[config.mk]
export PLATFORM = sky130hd
export DESIGN_NAME = dec_adjust
export DESIGN_NICKNAME = d
export VERILOG_FILES = /design/src/rtl/dec_adjust.sv
export SDC_FILE = /design/constraint.sdc
export NUM_CORES = 1
export LEC_CHECK = 0
export BUFFER_PORTS_ARGS = -buffer_cell sky130_fd_sc_hd__buf_2
export CAP_MARGIN = 20
export CORE_ASPECT_RATIO = 1.75
export CORE_MARGIN = 2
export CORE_UTILIZATION = 49
export DETAILED_ROUTE_END_ITERATION = 8
export HOLD_SLACK_MARGIN = 0.15
export PLACE_DENSITY = 0.81
export SLEW_MARGIN = 20
export SYNTH_ARGS = -nofsm -noshare
export SYNTH_HDL_FRONTEND = slang
export SYNTH_SLANG_ARGS = --single-unit
[constraint.sdc]
create_clock -name clk -period 0.8 [get_ports clk]
set_clock_uncertainty 0.15 [all_clocks]
set_input_delay 0.12 -clock clk [delete_from_list [all_inputs] [get_ports clk]]
set_output_delay 0.12 -clock clk [all_outputs]
set_load 0.05 [all_outputs]
[src/rtl/dec_adjust.sv]
module dec_adjust (
  input  logic       clk,
  input  logic       rst_n,
  input  logic [1:0] mode,
  input  logic [7:0] al_in,
  input  logic [7:0] ah_in,
  input  logic       cf_in,
  input  logic       af_in,
  output logic [7:0] al_out,
  output logic [7:0] ah_out,
  output logic       cf_out,
  output logic       af_out,
  output logic       zf_out,
  output logic       sf_out,
  output logic       pf_out
);
  localparam logic [3:0] NIB_MAX = 4'd9;
  localparam logic [7:0] BYTE_MAX = 8'h9F;
  localparam logic [7:0] LO_ADJ = 8'h06;
  localparam logic [7:0] HI_ADJ = 8'h60;

  logic       sub_op, unpacked, lo_fix, hi_fix;
  logic [7:0] lo_step, hi_step, pk_res, un_res, al_nx, ah_nx;
  logic [3:0] un_nib;

  assign sub_op   = mode[0];
  assign unpacked = mode[1];

  assign lo_fix  = (al_in[3:0] > NIB_MAX) | af_in;
  assign hi_fix  = (al_in > BYTE_MAX) | cf_in;
  assign lo_step = lo_fix ? LO_ADJ : 8'h00;
  assign hi_step = hi_fix ? HI_ADJ : 8'h00;

  assign pk_res = sub_op ? (al_in - lo_step - hi_step) : (al_in + lo_step + hi_step);
  assign un_nib = sub_op ? (al_in[3:0] - lo_step[3:0]) : (al_in[3:0] + lo_step[3:0]);
  assign un_res = {4'h0, un_nib};

  assign al_nx = unpacked ? un_res : pk_res;

  always_comb begin
    ah_nx = ah_in;
    if (unpacked && lo_fix)
      ah_nx = sub_op ? ah_in - 8'd1 : ah_in + 8'd1;
  end

  always_ff @(posedge clk or negedge rst_n) begin
    if (!rst_n) begin
      al_out <= '0;
      ah_out <= '0;
      cf_out <= 1'b0;
      af_out <= 1'b0;
      zf_out <= 1'b0;
      sf_out <= 1'b0;
      pf_out <= 1'b0;
    end else begin
      al_out <= al_nx;
      ah_out <= ah_nx;
      cf_out <= unpacked ? lo_fix : hi_fix;
      af_out <= lo_fix;
      zf_out <= !unpacked && (al_nx == 8'h00);
      sf_out <= !unpacked && al_nx[7];
      pf_out <= !unpacked && !(^al_nx);
    end
  end
endmodule


==> impl_metrics.py, run 1 <==
metrics = {
    "clocking": {
        "cts_root_buf": "clkbuf_8",
        "cts_buffer_depth": 2,
        "cts_buffers": 3,
        "htreeDepth": 1,
        "cts.sinks": 20,
    },
    "logic_synthesis": {
        "syn_nets": 252,
        "async_reset_ff_frac": 1.00,
        "synth_warnings": 0,
        "synth_edf_count": 0,
        "syn-cell-area_mm2": 0.00180,
        "yosysTopAreaCell": "dfrtp_1",
        "yosysSeqAreaShare": 0.277,
        "syn_inst": 200,
        "synth_cell_types": 49,
        "ys.flop_type": "dfrtp_1",
        "synthTopCellsByArea": "dfrtp_1 (28%), ha_1 (19%), xnor2_1 (5.3%)",
        "ys_ff_latch": 20,
        "synth.top_cell.area_share": 0.277,
        "avgSynthCellArea_um2": 9.02,
    },
    "run_status": {
        "lastStage": "global routing",
        "toolErrorMsg": "[ERROR DPL-0038] Utilization greater than 100%, impossible to legalize",
        "status": "stopped before the end",
    },
    "floorplan": {
        "die_y_um": 84.3,
        "initial_core_util": 0.502,
        "die_w_um": 49.9,
        "placementRows": 29,
        "io_pins": 43,
    },
    "timing": {
        "worst-ep-kind": "register data pin",
        "crit_endpoint": "pf_out$_DFF_PN0_/D",
    },
    "placed_design": {
        "hpwlAfterDp_mm": 4.00,
        "gp_congestion": 0.878,
        "port_buffers": 42,
    },
    "grt": {
        "grt_max_degree": 21,
    },
}
-- cells by family after synthesis --
group	count (synthesis)	share of synthesized area
AO/OA/AOI/OAI	48	0.189
flip-flops	20	0.277
adder cells (fa/ha/maj)	30	0.216
buffers and inverters	27	0.0603
multiplexers	3	0.0173
AND/OR/NAND/NOR	55	0.157
XOR/XNOR	17	0.0825
-- per-stage QoR --
step                cells  worst slack [ns]  hold slack [ns]  instance area [um^2]  utilization
floorplan             200             -2.19           -0.326                  2010            -
CTS                   360             -2.05          -0.0310                  3260        0.909
detailed placement    341             -2.51          -0.0920                  2680        0.745
global placement      341             -2.34          -0.0911                  2680        0.745
-- synthesized netlist by cell type, types with 2 or more instances --
library cell and count:
buf_2 3, a211oi_1 3, o21bai_1 3, and2_1 3
a21o_1 5, nor2b_1 5, nor4_1 2, fa_1 2
nand2_1 13, xor2_1 6, nor3_1 3, ha_1 28
o21ai_1 2, nor3b_1 2, xnor2_1 11, inv_1 20
nor2_1 12, nand2b_1 5, or3_1 2, a21oi_1 6
o21ai_0 11, nand4_1 2, nand3_1 2, a41oi_1 3
dfrtp_1 20, a2111oi_1 2, mux2i_1 2
-- what timing repair did --
item                                    in CTS
cloned                                       2
gates resized for setup                    101
buffers inserted                            13
hold endpoints to repair                    28
hold buffers                                 1
endpoints found under the setup margin      41
pin swaps                                   32
==> run 2, diff against run 1 <==
CORE_ASPECT_RATIO = default   (was 1.75)
CORE_UTILIZATION = 35   (was 49)
HOLD_SLACK_MARGIN = default   (was 0.15)
PLACE_DENSITY = default   (was 0.81)
PLACE_DENSITY_LB_ADDON = 0.15   (was default)
clock period = 1 ns   (was 0.8 ns; I/O delays follow)
==> run 2 against run 1 <==
Net effect:
- the flow now finishes, with violations (negative setup slack)
- synthesized area is the same
- synthesized cell count stayed put
==> impl_metrics.py, run 2 <==
metrics = {
    "run_status": {
        "status": "finished with violations",
        "violations": "negative setup slack",
    },
    "grt": {
        "antenna_found_initial": 0,
        "grt_max_degree": 21,
        "grt_usage": 0.188,
        "grt_pass1_wl_mm": 8.29,
        "grt_pass1_vias": 1863,
        "grt_overflow": 0,
    },
    "worst_setup_path": {
        "critPathTopFamily": "adder cells",
        "worst-path-stages": 17,
        "cpMaxStageDelayCell": "or3_4",
        "crit_buf_inv": 3,
        "critical_path_class": "input pin to flop",
        "worstPathMaxFanout": 4,
        "crit_chain": "buf_8, inv_4, ha_4, o21bai_4, a21o_1, ha_2, inv_2, ha_4, o211ai_4, a41oi_2, or3_4, a31oi_4, mux2i_1, ha_2, xnor2_2, xnor2_1, nor2_1",
        "critical_path.max_stage_delay_ns": 0.37,
        "cp.arrival_ns": 2.89,
        "cp-start-kind": "input pin",
        "required_ns": 0.99,
        "end_kind": "flop",
    },
    "finish": {
        "finalNetCount": 369,
        "drive_gt1_frac": 0.532,
        "fin_util": 0.657,
        "mostFrequentLayoutCells": "buf_4 (58), buf_6 (33), dfrtp_1 (19), ha_1 (18), buf_2 (18)",
        "area.growth.synth_to_final_pct": 83.7,
        "top_regs": "ah_out: 8 flops, al_out: 8 flops",
        "n_antenna_cell": 0,
        "mostFrequentLayoutCell": "buf_4",
    },
    "route": {
        "drt_wl_total_mm": 5.04,
        "drc": 0,
        "wl_met1_mm": 2.26,
        "vias": 1828,
        "dr_wl_met3_um": 100,
        "dr.pass1.iters": 4,
        "drt-wirelength-per-cell_um": 13.1,
        "avgViaCountPerCell": 4.74,
        "top_layer": "met4",
        "wl_met2_mm": 2.66,
        "drt_first_iter_violations": 28,
        "ant_nets": 0,
    },
    "logic_synthesis": {
        "synth_cell_types": 49,
        "synth.top_cell.area_share": 0.277,
        "syn-cell-area_mm2": 0.00180,
        "yosysSeqAreaShare": 0.277,
        "synth.most_common_cell": "ha_1",
        "async_reset_ff_frac": 1.00,
        "avgSynthCellArea_um2": 9.02,
        "synth_edf_count": 0,
        "synthTopCellsByArea": "dfrtp_1 (28%), ha_1 (19%), xnor2_1 (5.3%)",
        "ys.flop_type": "dfrtp_1",
        "yosysTopAreaCell": "dfrtp_1",
        "ys_ff_latch": 20,
        "syn_nets": 252,
        "synth_commonest_cells": "ha_1 (28), dfrtp_1 (20), inv_1 (20)",
        "syn_inst": 200,
        "synth_warnings": 0,
    },
    "clocking": {
        "clkTransAtPathRegs_ns": 0.09,
        "cts_buffer_depth": 2,
        "cts.sinks": 20,
        "cts_tree": "yes",
        "htreeDepth": 1,
        "cts_root_buf": "clkbuf_8",
        "cts_buffers": 3,
    },
    "timing": {
        "slew_viol_final": 0,
        "setup_violations": 39,
        "fin_crit_sh": 2.90,
        "hold_viol": 0,
        "fmaxAchievable_ghz": 0.345,
        "worst_slack_ns": -1.90,
        "min_period_ns": 2.90,
        "tightest_slew_ns": 0.445,
        "rsz0062_at_grt": "true",
        "maxSlewHeadroom": 0.703,
    },
    "floorplan": {
        "core_area_mm2": 0.00504,
        "io_pins": 43,
        "placementRows": 26,
        "die_y_um": 75.8,
        "die_w_um": 75.8,
        "initial_core_util": 0.358,
        "dieArea_mm2": 0.00574,
    },
    "run": {
        "cap_viol_max_count": 0,
    },
    "pwr": {
        "p_leak_nw": 1.56,
        "p_per_area_mw_per_mm2": 1240,
        "ir_worst_vdd_uv": 765,
        "switching_share": 0.371,
        "clkPwrFrac": 0.198,
        "p_int_mw": 2.59,
        "p_sw_mw": 1.53,
        "share_seq_of_total_power": 0.237,
        "comb_power_share": 0.565,
    },
    "worst_hold_path": {
        "hp-start": "ah_in[2]",
        "min_to": "ah_out[2]$_DFF_PN0_",
        "holdPathStages": 3,
        "min_path_type": "input pin to flop",
    },
    "placed_design": {
        "place_ws_ns": -2.29,
        "port_buffers": 42,
        "gp_congestion": 0.751,
        "hpwlAfterDp_mm": 3.55,
    },
}
-- run 2: cell counts after synthesis --
Identical to the previous run, type by type.
-- run 2: timing repair --
action                                  4_1_cts  5_1_grt
endpoints found under the setup margin       41       40
setup buffers                                12       13
hold buffers                                  3        0
pin swaps                                    11       22
endpoints found under the hold margin        22        0
gates cloned                                  1        0
gates resized for setup                      76       32
-- run 2: tightest hold or removal path: cells and delay by family --
| family | cells | cell delay (ns) |
|---|---|---|
| AO/OA/AOI/OAI | 1 | 0.05 |
| buffers and inverters | 1 | 0.13 |
| AND/OR/NAND/NOR | 1 | 0.06 |
-- run 2: power groups by stage --
stage / Combinational (mW) / Sequential, mW / Clock, mW
2_1_floorplan: 0.804 / 1.37 / 0
3_3_place_gp: 1.79 / 0.962 / 0
3_5_place_dp: 1.80 / 0.963 / 0
4_1_cts: 2.17 / 0.977 / 0.830
5_1_grt: 2.51 / 0.991 / 0.861
6_report: 2.33 / 0.976 / 0.818
-- run 2: cell families (layout without fill, tap and decap cells) --
| kind of cell | count (synthesis) | in the layout | synth area share |
|---|---|---|---|
| xor+xnor | 17 | 17 | 0.0825 |
| buf+inv | 27 | 143 | 0.0603 |
| flops | 20 | 20 | 0.277 |
| mux | 3 | 3 | 0.0173 |
| simple gates | 55 | 55 | 0.157 |
| fa+ha+maj | 30 | 30 | 0.216 |
| compound gates | 48 | 48 | 0.189 |
-- run 2: cell type report --
type / count / area, um^2
tap: 70 / 87.6
inverter: 21 / 101
clock inverter: 1 / 30.0
multi-input combinational: 153 / 1530
fill: 412 / 1730
sequential: 20 / 502
timing repair buffer: 118 / 1030
clock buffer: 3 / 41.3
-- run 2: worst max path at each step --
| stage | start | end | slack [ns] |
|---|---|---|---|
| final | al_in[0] | pf_out$_DFF_PN0_ | -1.90 |
| after global placement | al_in[1] | pf_out$_DFF_PN0_ | -2.24 |
| after floorplan | al_in[1] | pf_out$_DFF_PN0_ | -2.02 |
| after detailed placement | al_in[1] | pf_out$_DFF_PN0_ | -2.29 |
| after CTS | al_in[1] | pf_out$_DFF_PN0_ | -1.89 |
| after global routing | al_in[0] | pf_out$_DFF_PN0_ | -2.05 |
-- run 2: metal layers --
layer / up-vias / GRT usage
met5: - / 0
met3: 2 / 0.0159
met1: 859 / 0.242
met4: 0 / 0.0292
met2: 34 / 0.345
li1: 933 / -
-- run 2: per-stage QoR --
| step | instances | hold WS [ns] | total power, mW | TNS (ns) | instance area, um^2 |
|---|---|---|---|---|---|
| 6_report | 386 | 0.00782 | 4.12 | -17.36 | 3310 |
| 5_1_grt | 386 | 0.0228 | 4.36 | -19.32 | 3310 |
| 4_1_cts | 379 | 0.00699 | 3.97 | -17.44 | 3100 |
| 3_3_place_gp | 359 | -0.0240 | 2.75 | -22.22 | 2630 |
| 2_1_floorplan | 200 | -0.296 | 2.17 | -14.18 | 1990 |
| 3_5_place_dp | 359 | -0.0283 | 2.76 | -22.61 | 2630 |
No activity file was read; power rests on OpenSTA's default activity.
==> run 3, diff against run 2 <==
ABC_AREA = 1   (was default)
BUFFER_PORTS_ARGS = -buffer_cell sky130_fd_sc_hd__clkbuf_2   (was -buffer_cell sky130_fd_sc_hd__buf_2)
==> run 3 against run 2 <==
Net effect:
- the flow still finishes with violations (negative setup slack)
- synthesized cell count rose by 33%
- count of clock-buffer cells in the layout unchanged
- global-route usage is 0.49 points higher
- flip-flop and latch count is the same
- via count rose by 15%
- combinational power is 6% higher
- design area up 8.8%
- critical endpoint unchanged
==> impl_metrics.py, run 3 <==
metrics = {
    "placed_design": {
        "placed_area_mm2": 0.00274,
        "port_buffers": 42,
        "hpwlAfterDp_mm": 3.98,
        "gp_congestion": 0.863,
    },
    "timing": {
        "fmaxAchievable_ghz": 0.416,
        "hold_viol": 0,
        "fin_crit_sh": 2.40,
        "worst_slack_ns": -1.40,
        "maxSlewHeadroom": 0.832,
        "min_period_ns": 2.40,
        "fin_setup_tns_ns": -14.56,
        "tightest_slew_ns": 0.252,
        "slew_viol_final": 0,
        "rsz0062_at_grt": "true",
        "setup_violations": 39,
    },
    "worst_setup_path": {
        "cp.arrival_ns": 2.40,
        "end_kind": "flop",
        "worstPathMaxFanout": 5,
        "critical_path_class": "input pin to flop",
        "required_ns": 1.00,
        "cp-start-kind": "input pin",
    },
    "logic_synthesis": {
        "synth_edf_count": 0,
        "syn_inst": 266,
        "avgSynthCellArea_um2": 7.32,
        "synth.top_cell.area_share": 0.257,
        "yosysTopAreaCell": "dfrtp_1",
        "ys_ff_latch": 20,
        "syn_nets": 318,
        "synthTopCellsByArea": "dfrtp_1 (26%), ha_1 (18%), nand2_1 (13%)",
        "ys.flop_type": "dfrtp_1",
        "synth_commonest_cells": "nand2_1 (69), inv_1 (41), ha_1 (28)",
        "yosysSeqAreaShare": 0.257,
        "synth_warnings": 0,
        "synth.most_common_cell": "nand2_1",
        "synth_cell_types": 32,
        "async_reset_ff_frac": 1.00,
        "syn-cell-area_mm2": 0.00195,
    },
    "floorplan": {
        "die_w_um": 78.6,
        "initial_core_util": 0.358,
        "io_pins": 43,
        "dieArea_mm2": 0.00618,
        "placementRows": 27,
        "die_y_um": 78.6,
        "core_area_mm2": 0.00544,
    },
    "route": {
        "ant_nets": 0,
        "avgViaCountPerCell": 4.63,
        "drc": 0,
        "drt_wl_total_mm": 6.02,
        "dr.pass1.iters": 4,
        "drt_first_iter_violations": 69,
        "drt-wirelength-per-cell_um": 13.3,
        "vias": 2098,
    },
    "grt": {
        "antenna_found_initial": 0,
        "grt_overflow": 0,
        "grt_usage": 0.192,
        "grt_max_degree": 13,
        "grt_pass1_vias": 2144,
        "grt_pass1_wl_mm": 9.48,
    },
    "clocking": {
        "cts_tree": "yes",
        "cts.sinks": 20,
        "clkTransAtPathRegs_ns": 0.08,
        "cts_buffer_depth": 2,
        "cts_root_buf": "clkbuf_8",
        "cts_buffers": 3,
        "htreeDepth": 1,
    },
    "finish": {
        "seqCellArea_um2": 502,
        "drive_gt1_frac": 0.533,
        "top_regs": "ah_out: 8 flops, al_out: 8 flops",
        "finalNetCount": 434,
        "mostFrequentLayoutCell": "buf_4",
        "mostFrequentLayoutCells": "buf_4 (55), nand2_1 (54), inv_1 (34), buf_8 (22), dfrtp_1 (19)",
        "final_area_mm2": 0.00361,
        "n_antenna_cell": 0,
        "multi_input_area_mm2": 0.00161,
        "fillerInstances": 427,
        "area.growth.synth_to_final_pct": 85.2,
    },
    "pwr": {
        "ir_worst_vdd_uv": 676,
        "p_sw_mw": 1.62,
        "switching_share": 0.382,
        "p_per_area_mw_per_mm2": 1180,
        "p_total_mw": 4.26,
        "clkPwrFrac": 0.188,
        "p_leak_nw": 1.85,
        "comb_power_share": 0.580,
        "p_int_mw": 2.63,
        "share_seq_of_total_power": 0.233,
    },
    "worst_hold_path": {
        "min_to": "ah_out[4]$_DFF_PN0_",
        "hp-start": "ah_in[4]",
        "holdPathStages": 3,
        "min_path_type": "input pin to flop",
    },
    "run_status": {
        "violations": "negative setup slack",
        "status": "finished with violations",
    },
    "run": {
        "cap_viol_max_count": 0,
    },
}
## run 3: metrics by stage
stage                     hold WS (ns)  setup WS, ns  instances  utilization
after CTS                      0.00575         -1.35        449        0.622
after detailed placement        -0.123         -1.83        434        0.504
final                           0.0310         -1.40        453        0.663
after global routing            0.0380         -1.56        453        0.663
after floorplan                 -0.296         -1.53        266            -
after global placement          -0.122         -1.79        434        0.504
## run 3: worst max path at each step
stage          startpoint  slack (ns)               end
3_5_place_dp     al_in[1]       -1.83  pf_out$_DFF_PN0_
3_3_place_gp     al_in[1]       -1.79  pf_out$_DFF_PN0_
4_1_cts          al_in[1]       -1.35  pf_out$_DFF_PN0_
2_1_floorplan    al_in[1]       -1.53  pf_out$_DFF_PN0_
6_report         al_in[1]       -1.40  pf_out$_DFF_PN0_
5_1_grt          al_in[1]       -1.56  pf_out$_DFF_PN0_
## run 3: cell type report
class,instances,share of cell area
repair inverters,1,0.00243
inverters,46,0.0576
clock buffers,3,0.0114
repair buffers,115,0.310
multi-input cells,195,0.446
clock inverters,1,0.00832
well taps,72,0.0250
flip-flops and latches,20,0.139
## run 3: power groups by stage
stage	clock network [mW]	registers (mW)	logic, mW
after global routing	0.841	0.999	2.67
after CTS	0.814	0.955	2.23
after floorplan	0	1.33	0.815
after global placement	0	0.957	1.77
after detailed placement	0	0.955	1.79
final	0.799	0.990	2.47
## run 3: metal layers
layer,GRT usage,wire (um),vias to the layer above
li1,-,-,1065
met1,0.229,2600,972
met2,0.349,3040,49
met3,0.0207,200,12
met4,0.0807,176,0
met5,0,0,-
## run 3: repair_timing
item                                   CTS  global route
resized for setup                      101            57
gates cloned                             1             0
endpoints found under the hold margin   22             0
buffers inserted                         8             4
setup endpoints to repair               40            39
hold buffers                             3             0
pin swaps                               34            21
## run 3: worst max-delay path, stage by stage
cell and delay [ns]:
clkbuf_16 0.12, inv_12 0.03, ha_4 0.14, o21ai_2 0.14, nand2_2 0.07, nand2_4 0.09
ha_1 0.15, inv_1 0.06, ha_4 0.22, a21oi_2 0.18, buf_4 0.14, nand3_1 0.09
nand3_2 0.11, nand3_2 0.10, ha_4 0.25, xnor2_2 0.16, xor2_1 0.15, nor2_1 0.05
## run 3: logic make-up after synthesis
group / count (synthesis) / share of synthesized area
and+or+nand+nor: 134 / 0.314
buffers and inverters: 51 / 0.112
DFF: 20 / 0.257
adders and majority gates: 30 / 0.200
AOI/OAI and AO/OA: 20 / 0.0668
xor gates and xnor gates: 11 / 0.0495
